`config.mk`:
```
export PLATFORM = sky130hd
export DESIGN_NAME = blk_xfer_seq
export DESIGN_NICKNAME = d
export VERILOG_FILES = /design/src/rtl/blk_xfer_seq.sv
export SDC_FILE = /design/constraint.sdc
export NUM_CORES = 1
export LEC_CHECK = 0
export BUFFER_PORTS_ARGS = -buffer_cell sky130_fd_sc_hd__buf_2
export CAP_MARGIN = 10
export CORE_UTILIZATION = 40
export DETAILED_ROUTE_END_ITERATION = 10
export MAX_ROUTING_LAYER = met4
export PLACE_DENSITY = 0.75
export SLEW_MARGIN = 40
export SYNTH_ARGS = -nofsm -noshare
export SYNTH_HDL_FRONTEND = slang
export SYNTH_SLANG_ARGS = --single-unit
```
`constraint.sdc`:
```
create_clock -name clk -period 4.8 [get_ports clk]
set_input_delay 0.72 -clock clk [delete_from_list [all_inputs] [get_ports clk]]
set_output_delay 0.72 -clock clk [all_outputs]
set_load 0.05 [all_outputs]
```
`src/rtl/blk_xfer_seq.sv`:
```
module blk_xfer_seq #(
  parameter int XLEN = 32,
  parameter int NREG = 8,
  parameter int EMPTY_STEP = 64
) (
  input  logic                    clk,
  input  logic                    rst_n,
  input  logic                    start_i,
  input  logic                    load_i,
  input  logic [$clog2(NREG)-1:0] base_idx_i,
  input  logic [NREG-1:0]         list_i,
  output logic                    busy_o,
  output logic                    done_o,
  output logic                    mem_valid_o,
  input  logic                    mem_ready_i,
  output logic [XLEN-1:0]         mem_addr_o,
  output logic                    mem_write_o,
  output logic                    mem_seq_o,
  output logic [XLEN-1:0]         mem_wdata_o,
  input  logic [XLEN-1:0]         mem_rdata_i,
  output logic [$clog2(NREG)-1:0] rf_raddr_o,
  input  logic [XLEN-1:0]         rf_rdata_i,
  output logic                    rf_we_o,
  output logic [$clog2(NREG)-1:0] rf_waddr_o,
  output logic [XLEN-1:0]         rf_wdata_o,
  input  logic [XLEN-1:0]         pc_i,
  output logic                    pc_we_o,
  output logic [XLEN-1:0]         pc_wdata_o,
  output logic                    flush_o
);
  localparam int IW = $clog2(NREG);

  typedef enum logic [1:0] {S_IDLE, S_BEAT, S_GAP, S_WB} st_t;

  st_t            st;
  logic           load_r, empty_r, first_r, inlist_r;
  logic [IW-1:0]  base_r;
  logic [NREG-1:0] rem_r;
  logic [XLEN-1:0] addr_r, wb_r;

  function automatic logic [IW-1:0] lowest(input logic [NREG-1:0] v);
    lowest = '0;
    for (int i = NREG - 1; i >= 0; i--)
      if (v[i]) lowest = IW'(i);
  endfunction

  logic [IW-1:0]   cur;
  logic [NREG-1:0] rem_next;
  logic            fire, accept, last;
  logic [XLEN-1:0] aligned;

  assign cur      = lowest(rem_r);
  assign rem_next = rem_r & ~(NREG'(1) << cur);
  assign fire     = mem_valid_o && mem_ready_i;
  assign accept   = start_i && st == S_IDLE;
  assign last     = empty_r || rem_next == '0;
  assign aligned  = {rf_rdata_i[XLEN-1:2], 2'b00};

  always_ff @(posedge clk or negedge rst_n) begin
    if (!rst_n) begin
      st <= S_IDLE;
      load_r <= 1'b0; empty_r <= 1'b0; first_r <= 1'b0; inlist_r <= 1'b0;
      base_r <= '0; rem_r <= '0; addr_r <= '0; wb_r <= '0;
    end else begin
      case (st)
        S_IDLE: if (accept) begin
          st       <= S_BEAT;
          load_r   <= load_i;
          empty_r  <= list_i == '0;
          first_r  <= 1'b1;
          inlist_r <= list_i[base_idx_i];
          base_r   <= base_idx_i;
          rem_r    <= list_i;
          addr_r   <= aligned;
          wb_r     <= (list_i == '0) ? rf_rdata_i + XLEN'(EMPTY_STEP)
                    : aligned + (XLEN'($countones(list_i)) << 2) + XLEN'(rf_rdata_i[1:0]);
        end
        S_BEAT: if (fire) begin
          addr_r  <= addr_r + XLEN'(4);
          first_r <= 1'b0;
          rem_r   <= rem_next;
          if (last) st <= load_r ? S_GAP : S_WB;
        end
        S_GAP:   st <= S_WB;
        default: st <= S_IDLE;
      endcase
    end
  end

  assign busy_o      = st != S_IDLE;
  assign done_o      = st == S_WB;
  assign mem_valid_o = st == S_BEAT;
  assign mem_addr_o  = addr_r;
  assign mem_write_o = !load_r;
  assign mem_seq_o   = !first_r;
  assign mem_wdata_o = empty_r ? pc_i + XLEN'(2)
                     : (cur == base_r && !first_r) ? wb_r : rf_rdata_i;

  assign rf_raddr_o  = (st == S_IDLE) ? base_idx_i : cur;
  assign rf_we_o     = (fire && load_r && !empty_r)
                     || (st == S_WB && (!load_r || empty_r || !inlist_r));
  assign rf_waddr_o  = (st == S_BEAT) ? cur : base_r;
  assign rf_wdata_o  = (st == S_BEAT) ? mem_rdata_i : wb_r;

  assign pc_we_o     = fire && load_r && empty_r;
  assign pc_wdata_o  = {mem_rdata_i[XLEN-1:1], 1'b0};
  assign flush_o     = pc_we_o;

  assert_busy_on_start_R1: assert property (@(posedge clk) disable iff (!rst_n)
    (start_i && !busy_o) |=> busy_o);

  assert_addr_step_R2: assert property (@(posedge clk) disable iff (!rst_n)
    fire |=> (!mem_valid_o || mem_addr_o == $past(mem_addr_o) + XLEN'(4)));

  assert_addr_aligned_R2: assert property (@(posedge clk) disable iff (!rst_n)
    mem_valid_o |-> mem_addr_o[1:0] == 2'b00);

  assert_seq_after_beat_R3: assert property (@(posedge clk) disable iff (!rst_n)
    fire |=> (!mem_valid_o || mem_seq_o));

  assert_hold_stall_R4: assert property (@(posedge clk) disable iff (!rst_n)
    (mem_valid_o && !mem_ready_i) |=>
      (mem_valid_o && $stable(mem_addr_o) && $stable(mem_seq_o) && $stable(mem_write_o)));

  assert_pc_even_R9: assert property (@(posedge clk) disable iff (!rst_n)
    flush_o |-> (pc_we_o && !pc_wdata_o[0] && !mem_write_o));

  assert_done_pulse_R11: assert property (@(posedge clk) disable iff (!rst_n)
    done_o |=> (!done_o && !busy_o));
endmodule

```
== Word-level counts from Yosys, hierarchy flattened ==
Index checks and enable logic that the tools add are counted.

* Add/subtract/negate cells: 12
* Order comparisons: 1
* Eq/ne operators: 7
* Shift-type cells: 1
* Mux-type cells: 30
* Bitwise logic cells: 2
* Reduce and logical (&&, ||, !) cells: 23

{| class="wikitable"
|+ Operators with widths
! kind !! count
|-
| 2-to-1 mux 32 bit || 6
|-
| one-hot mux 32 bit (2 select lines) || 1
|-
| adder 32 x 2 -> 32 bit || 1
|-
| adder 32 x 2 -> 32 bit (second input constant) || 1
|-
| adder 32 x 3 -> 32 bit (second input constant) || 1
|-
| adder 32 x 6 -> 32 bit || 1
|-
| adder 32 x 7 -> 32 bit (second input constant) || 1
|-
| 2-to-1 mux 3 bit || 10
|-
| zero test 8 bit || 2
|-
| 2-to-1 mux 8 bit || 2
|-
| one-hot mux 8 bit (2 select lines) || 1
|-
| adder 1 x 1 -> 2 bit || 4
|-
| AND 8 bit || 1
|-
| NOT 8 bit || 1
|-
| left shift 1 x 3 -> 8 bit (first input constant) || 1
|-
| logical AND 1 bit || 7
|-
| adder 2 x 2 -> 3 bit || 2
|-
| 2-to-1 mux 2 bit || 3
|-
| one-hot mux 2 bit (3 select lines) || 1
|-
| AND reduction 3 bit || 2
|-
| adder 3 x 3 -> 4 bit || 1
|-
| equality test 2 bit (second input constant) || 2
|-
| zero test 1 bit || 4
|-
| logical OR 1 bit || 4
|-
| other kinds (11) || 16
|}

* Bits in registers: 81
* Output and inout port bits: 142
* Logic and storage cells: 85

== Logic depth before layout (Yosys ltp) ==
* Depth after elaboration: 16
* Gate-level depth with buffers: 15
* Gate-level depth less buffers: 14

== Worst setup path after synthesis ==
OpenSTA, ideal clock, no wires.

* Path kind: input to register
* From: input list_i[0]
* To: register wb_r[11]
* Library setup time: 0.082 ns
* Arrival: 4.672 ns
* Required time: 4.718 ns
* Slack: 0.046 ns
* Stages on the path: 15
* Path through: inv_1 -> fa_1 -> fa_1 -> fa_1 -> inv_1 -> ha_1 -> fa_1 -> ha_1 -> a21o_1 -> a21o_1 -> a21boi_0 -> clkbuf_1 -> clkbuf_1 -> o21ai_0 -> a31oi_1

* Longest elaborated chain between the ends: 6

{| class="wikitable"
|+ Ends and longest elaborated chain
! item !! line !! source
|-
| start: declaration || 11 || <nowiki>input logic [NREG-1:0] list_i,</nowiki>
|-
| adder 1 x 1 -> 2 bit (not written as such) || 76 || <nowiki>: aligned + (XLEN'($countones(list_i)) << 2) + XLEN'(rf_rdata_i[1:0]);</nowiki>
|-
| adder 2 x 2 -> 3 bit (not written as such) || 76 ||
|-
| adder 3 x 3 -> 4 bit (not written as such) || 76 ||
|-
| adder 32 x 6 -> 32 bit || 76 ||
|-
| adder 32 x 2 -> 32 bit || 76 ||
|-
| 2-to-1 mux 32 bit (*) || 75 || <nowiki>wb_r <= (list_i == '0) ? rf_rdata_i + XLEN'(EMPTY_STEP)</nowiki>
|-
| end signal: assignment || 75 ||
|-
| end: declaration || 39 || <nowiki>logic [XLEN-1:0] addr_r, wb_r;</nowiki>
|}

Mark *: on every way between the ends. The rest lies on a longest branch, timed or not.
A chain may end at the register's enable or synchronous reset.

== Worst setup path after layout ==
* From: input list_i[0]
* To: register wb_r[18]

Same word-level chain as after synthesis.

==> summary by stage <==
Setup path
STA classifies the critical path endpoint as a flip-flop. Together, buffers and inverters on the worst path number 5. The category of the critical setup timing path is in2reg. The delay of the slowest critical-path stage is 0.57 ns. The signal on the critical path passes through buf_2 -> inv_1 -> fa_1 -> fa_1 -> fa_1 -> inv_1 -> ha_1 -> fa_1 -> inv_1 -> fa_1 -> nor2b_1 -> o21ai_2 -> a2111oi_0 -> buf_4 -> xnor2_1 -> o21ai_0. The most common cell type on the critical path is fa_1. At the worst endpoint, the arrival time is ~4.8 ns. In this run the worst path has a maximum fanout of 9. The kind of cell adding the most delay to the critical path is adder cells. The cell with the largest stage delay on the worst path is fa_1. Data on the critical path is required at its endpoint by 5.00 ns. The element type at the critical path start is an input pin.

Cells and area
The net total in the final layout is 1298. In the final layout, the share of cells above drive strength 1 is 0.284. The library cells used most frequently in the layout, excluding fill and tap cells, are buf_2, nand2_1, dfrtp_1.

With fillers left out, the area of the finished cells amounts to 0.00917 sq mm. The commonest non-fill, non-tap cell in the layout is buf_2. The area growth from synthesis to layout is 20.7%.

Global route
The first global-routing pass estimated 41700 microns of wire. For this run, the total global-route usage over all layers was measured as 0.277. The global route total overflow is 0. The number of global-route vias before repair was 7561. The initial antenna violation count is 2.

The largest net degree at the start of global routing is 80.

Floorplanning
The die footprint is 0.0196 sq mm. The core region is roughly 0.019 sq mm. Measured along the x axis, the die boundary spans 140 microns. The total I/O pin count is between 200 and 300. The starting density of the core is 0.408. The number of placement rows is 50.

The vertical extent of the die is around 140 microns.

STA
Headroom to the max-slew limit came out at 0.367. In the final timing run, aggregate negative setup slack is 0 ns. Counting I/O delays and the setup requirement, the final critical path takes about 4.6 ns. The transition time of the tightest slew-check pin is 0.937 ns. The number of max-slew violations in the final report was 0.

Static timing analysis puts the maximum clock frequency at ~220 MHz. The number of hold-slack violations in the final timing report was 0. The post-layout worst setup margin is 0.229 ns.

Setup violations remaining at the end of the flow were counted as 0. The final setup skew is ~0.0043 ns. In the finished design, the share of the clock period the worst path needs comes to 0.952. Setup repair after global routing left no endpoint under its margin.

Power and ir drop
Of the total power, the share spent switching nets is 0.619. Cell internal power was estimated by the tool at 0.00281 W. The share of power burned in registers is 0.195. The share of total power dissipated in combinational logic is 0.712. The analysis attributes to cell leakage a power of 4.02 nW. Summed over all nets, the switching power comes to 0.00457 W. The total power per unit cell area is 805 mW/mm^2. Of the total power, the clock network draws 0.093.

VDD sags by at most 0.441 mV.

Clock tree
The buffers inserted during post-CTS setup optimization is 0. TritonCTS built the clock tree. CTS placed an instance of clkbuf_16 at the clock tree root.

The number of clock buffers added by TritonCTS is 9. Clock latency on the worst-skew pair, taken at its later pin, is between 0.3 and 0.4 ns. Clock-pin slew was measured on the worst setup and hold paths at 0.06 ns. The CTS sink count is 79.

The largest buffer count on any clock path is 2. The H-tree was split into 3 levels.

Place
Buffers placed on the I/O ports in this run total 250. The minimum setup slack after placement is -0.171 ns. After legalization and detailed placement, the total HPWL measured 20400 microns.

Routability-driven placement finished with a final weighted congestion of 0.946. The area of placed instances is 0.00886 sq mm.

Detailed routing
The post-route DRC violation count is 0. Summing over every cut layer, the via total after detailed routing is 8592. The number of optimization iterations in the first detailed-route pass is 7. The count of antenna-violating nets left after detailed routing is 0. After detailed routing, the total wire length is around 27000 microns. In the final routed layout, each cell accounts on average for 19.4 microns. In the routed layout, each cell is associated on average with a via count of 6.11. The first routing iteration left 812 violations.

Synthesis
In the synthesized netlist the dominant register cell turns out to be dfrtp_1. The fraction of registers with async set or reset after synthesis is 1.00. The flip-flop and latch count after synthesis is about 80. The unique cell type count in the Yosys netlist is 63.

For this run, the register share of the synthesized area comes to 0.260. The number of flops mapped to enable cells by yosys is 0. The number of warnings printed during yosys synthesis is 0. The fraction of synthesized cell area taken by the top area cell type is 0.260. Each instance of the synthesized netlist takes up on average 7.71 sq um. After synthesis, the cell types taking the most area are dfrtp_1, nand2_1, o21ai_0, o41ai_1, buf_4. The cell count after synthesis came out at 985. dfrtp_1 takes more of the synthesized area than any other cell. The cell area after technology mapping is approximately 0.0076 sq mm.

Job
Across the run, the number of max-cap violations was 0.

Outcome
The run finished with clean final reports.

Min path
The path class of the lowest-slack min-delay path is in2async.
-- worst paths after layout --
path,depth (start not counted),slack (ns),startpoint,to
worst min register to register,2,0.48,wb_r[24],wb_r[24]
worst min-delay path,1,0.40,rst_n,first_r
worst max register to register,6,2.06,st[1],mem_addr_o[30]
min in group clk,2,0.48,wb_r[24],wb_r[24]
max in group asynchronous,1,3.90,rst_n,wb_r[19]
worst max-delay path,16,0.23,list_i[0],wb_r[18]
-- cells in the mapped netlist, drive strengths merged, types with 5 or more instances --
| cell | n |
|---|---|
| or4 | 15 |
| nor4 | 16 |
| buf | 43 |
| inv | 47 |
| xor2 | 7 |
| and3 | 14 |
| nor2b | 22 |
| mux2i | 24 |
| nand2 | 122 |
| fa | 5 |
| o2111ai | 17 |
| o31a | 6 |
| nand4 | 26 |
| nor3 | 21 |
| xnor2 | 23 |
| ha | 15 |
| mux2 | 22 |
| nand3 | 46 |
| o21a | 5 |
| o21ai | 66 |
| clkbuf | 65 |
| o211ai | 11 |
| a211oi | 6 |
| a21oi | 37 |
| or3 | 7 |
| nor2 | 48 |
| o41ai | 33 |
| a31oi | 28 |
| and4 | 13 |
| dfrtp | 79 |
| o311ai | 12 |
| o22ai | 23 |
| a2111oi | 6 |
| o31ai | 10 |
-- stage by stage --
step	hold WS [ns]	power, W	util	std cells
3_3_place_gp	0.466	0.00655	0.474	1389
3_5_place_dp	0.472	0.00664	0.475	1389
6_report	0.404	0.00738	0.492	1407
2_1_floorplan	0.424	0.00532	-	987
5_1_grt	0.475	0.00778	0.492	1407
4_1_cts	0.465	0.00734	0.491	1405
-- logic make-up (layout without fill, tap and decap cells) --
kind of cell,count (synthesis),in the layout,synth area share
AO/OA/AOI/OAI,288,288,0.260
XOR/XNOR,30,30,0.0346
adder cells (fa/ha/maj),20,20,0.0379
buffers and inverters,156,340,0.0957
flip-flops,79,79,0.260
multiplexers,48,48,0.0701
other,1,5,0.000494
AND/OR/NAND/NOR,363,363,0.241
-- power groups by stage --
stage | sequential [W] | clock [W] | combinational (W)
global placement | 0.00142 | 0 | 0.00513
CTS | 0.00143 | 0.000694 | 0.00522
finish | 0.00144 | 0.000689 | 0.00525
floorplan | 0.00173 | 0 | 0.00359
detailed placement | 0.00143 | 0 | 0.00521
global route | 0.00149 | 0.000720 | 0.00557
-- registers in the layout, summed over array words and instances, names as in the netlist --
name        flops
rem_r           8
base_r          3
empty_r         1
mem_addr_o     30
load_r          1
st              2
inlist_r        1
first_r         1
wb_r           32
-- timing repair --
action                                 CTS  global route
resized for setup                        0             1
endpoints found under the hold margin    0             0
hold buffers                             0             0
setup endpoints to repair                0             6
-- cell type report --
class                   instances  area (sq um)
diodes                          2          5.00
repair buffers                276          1470
fillers                      1840          9470
inverters                      48           180
flip-flops and latches         79          1980
well taps                     234           293
clock buffers                  10           229
multi-input cells             752          4960
clock inverters                 6          61.3
-- layer usage --
| metal | vias up | share of wire | GRT usage | wire, microns |
|---|---|---|---|---|
| li1 | 4033 | - | - | - |
| met1 | 4064 | 0.45 | 0.379 | 12200 |
| met2 | 454 | 0.45 | 0.426 | 12300 |
| met3 | 41 | 0.082 | 0.0303 | 2230 |
| met4 | 0 | 0.019 | 0.0896 | 532 |
| met5 | - | 0 | - | 0 |
Power figures use the tool's default switching activity.
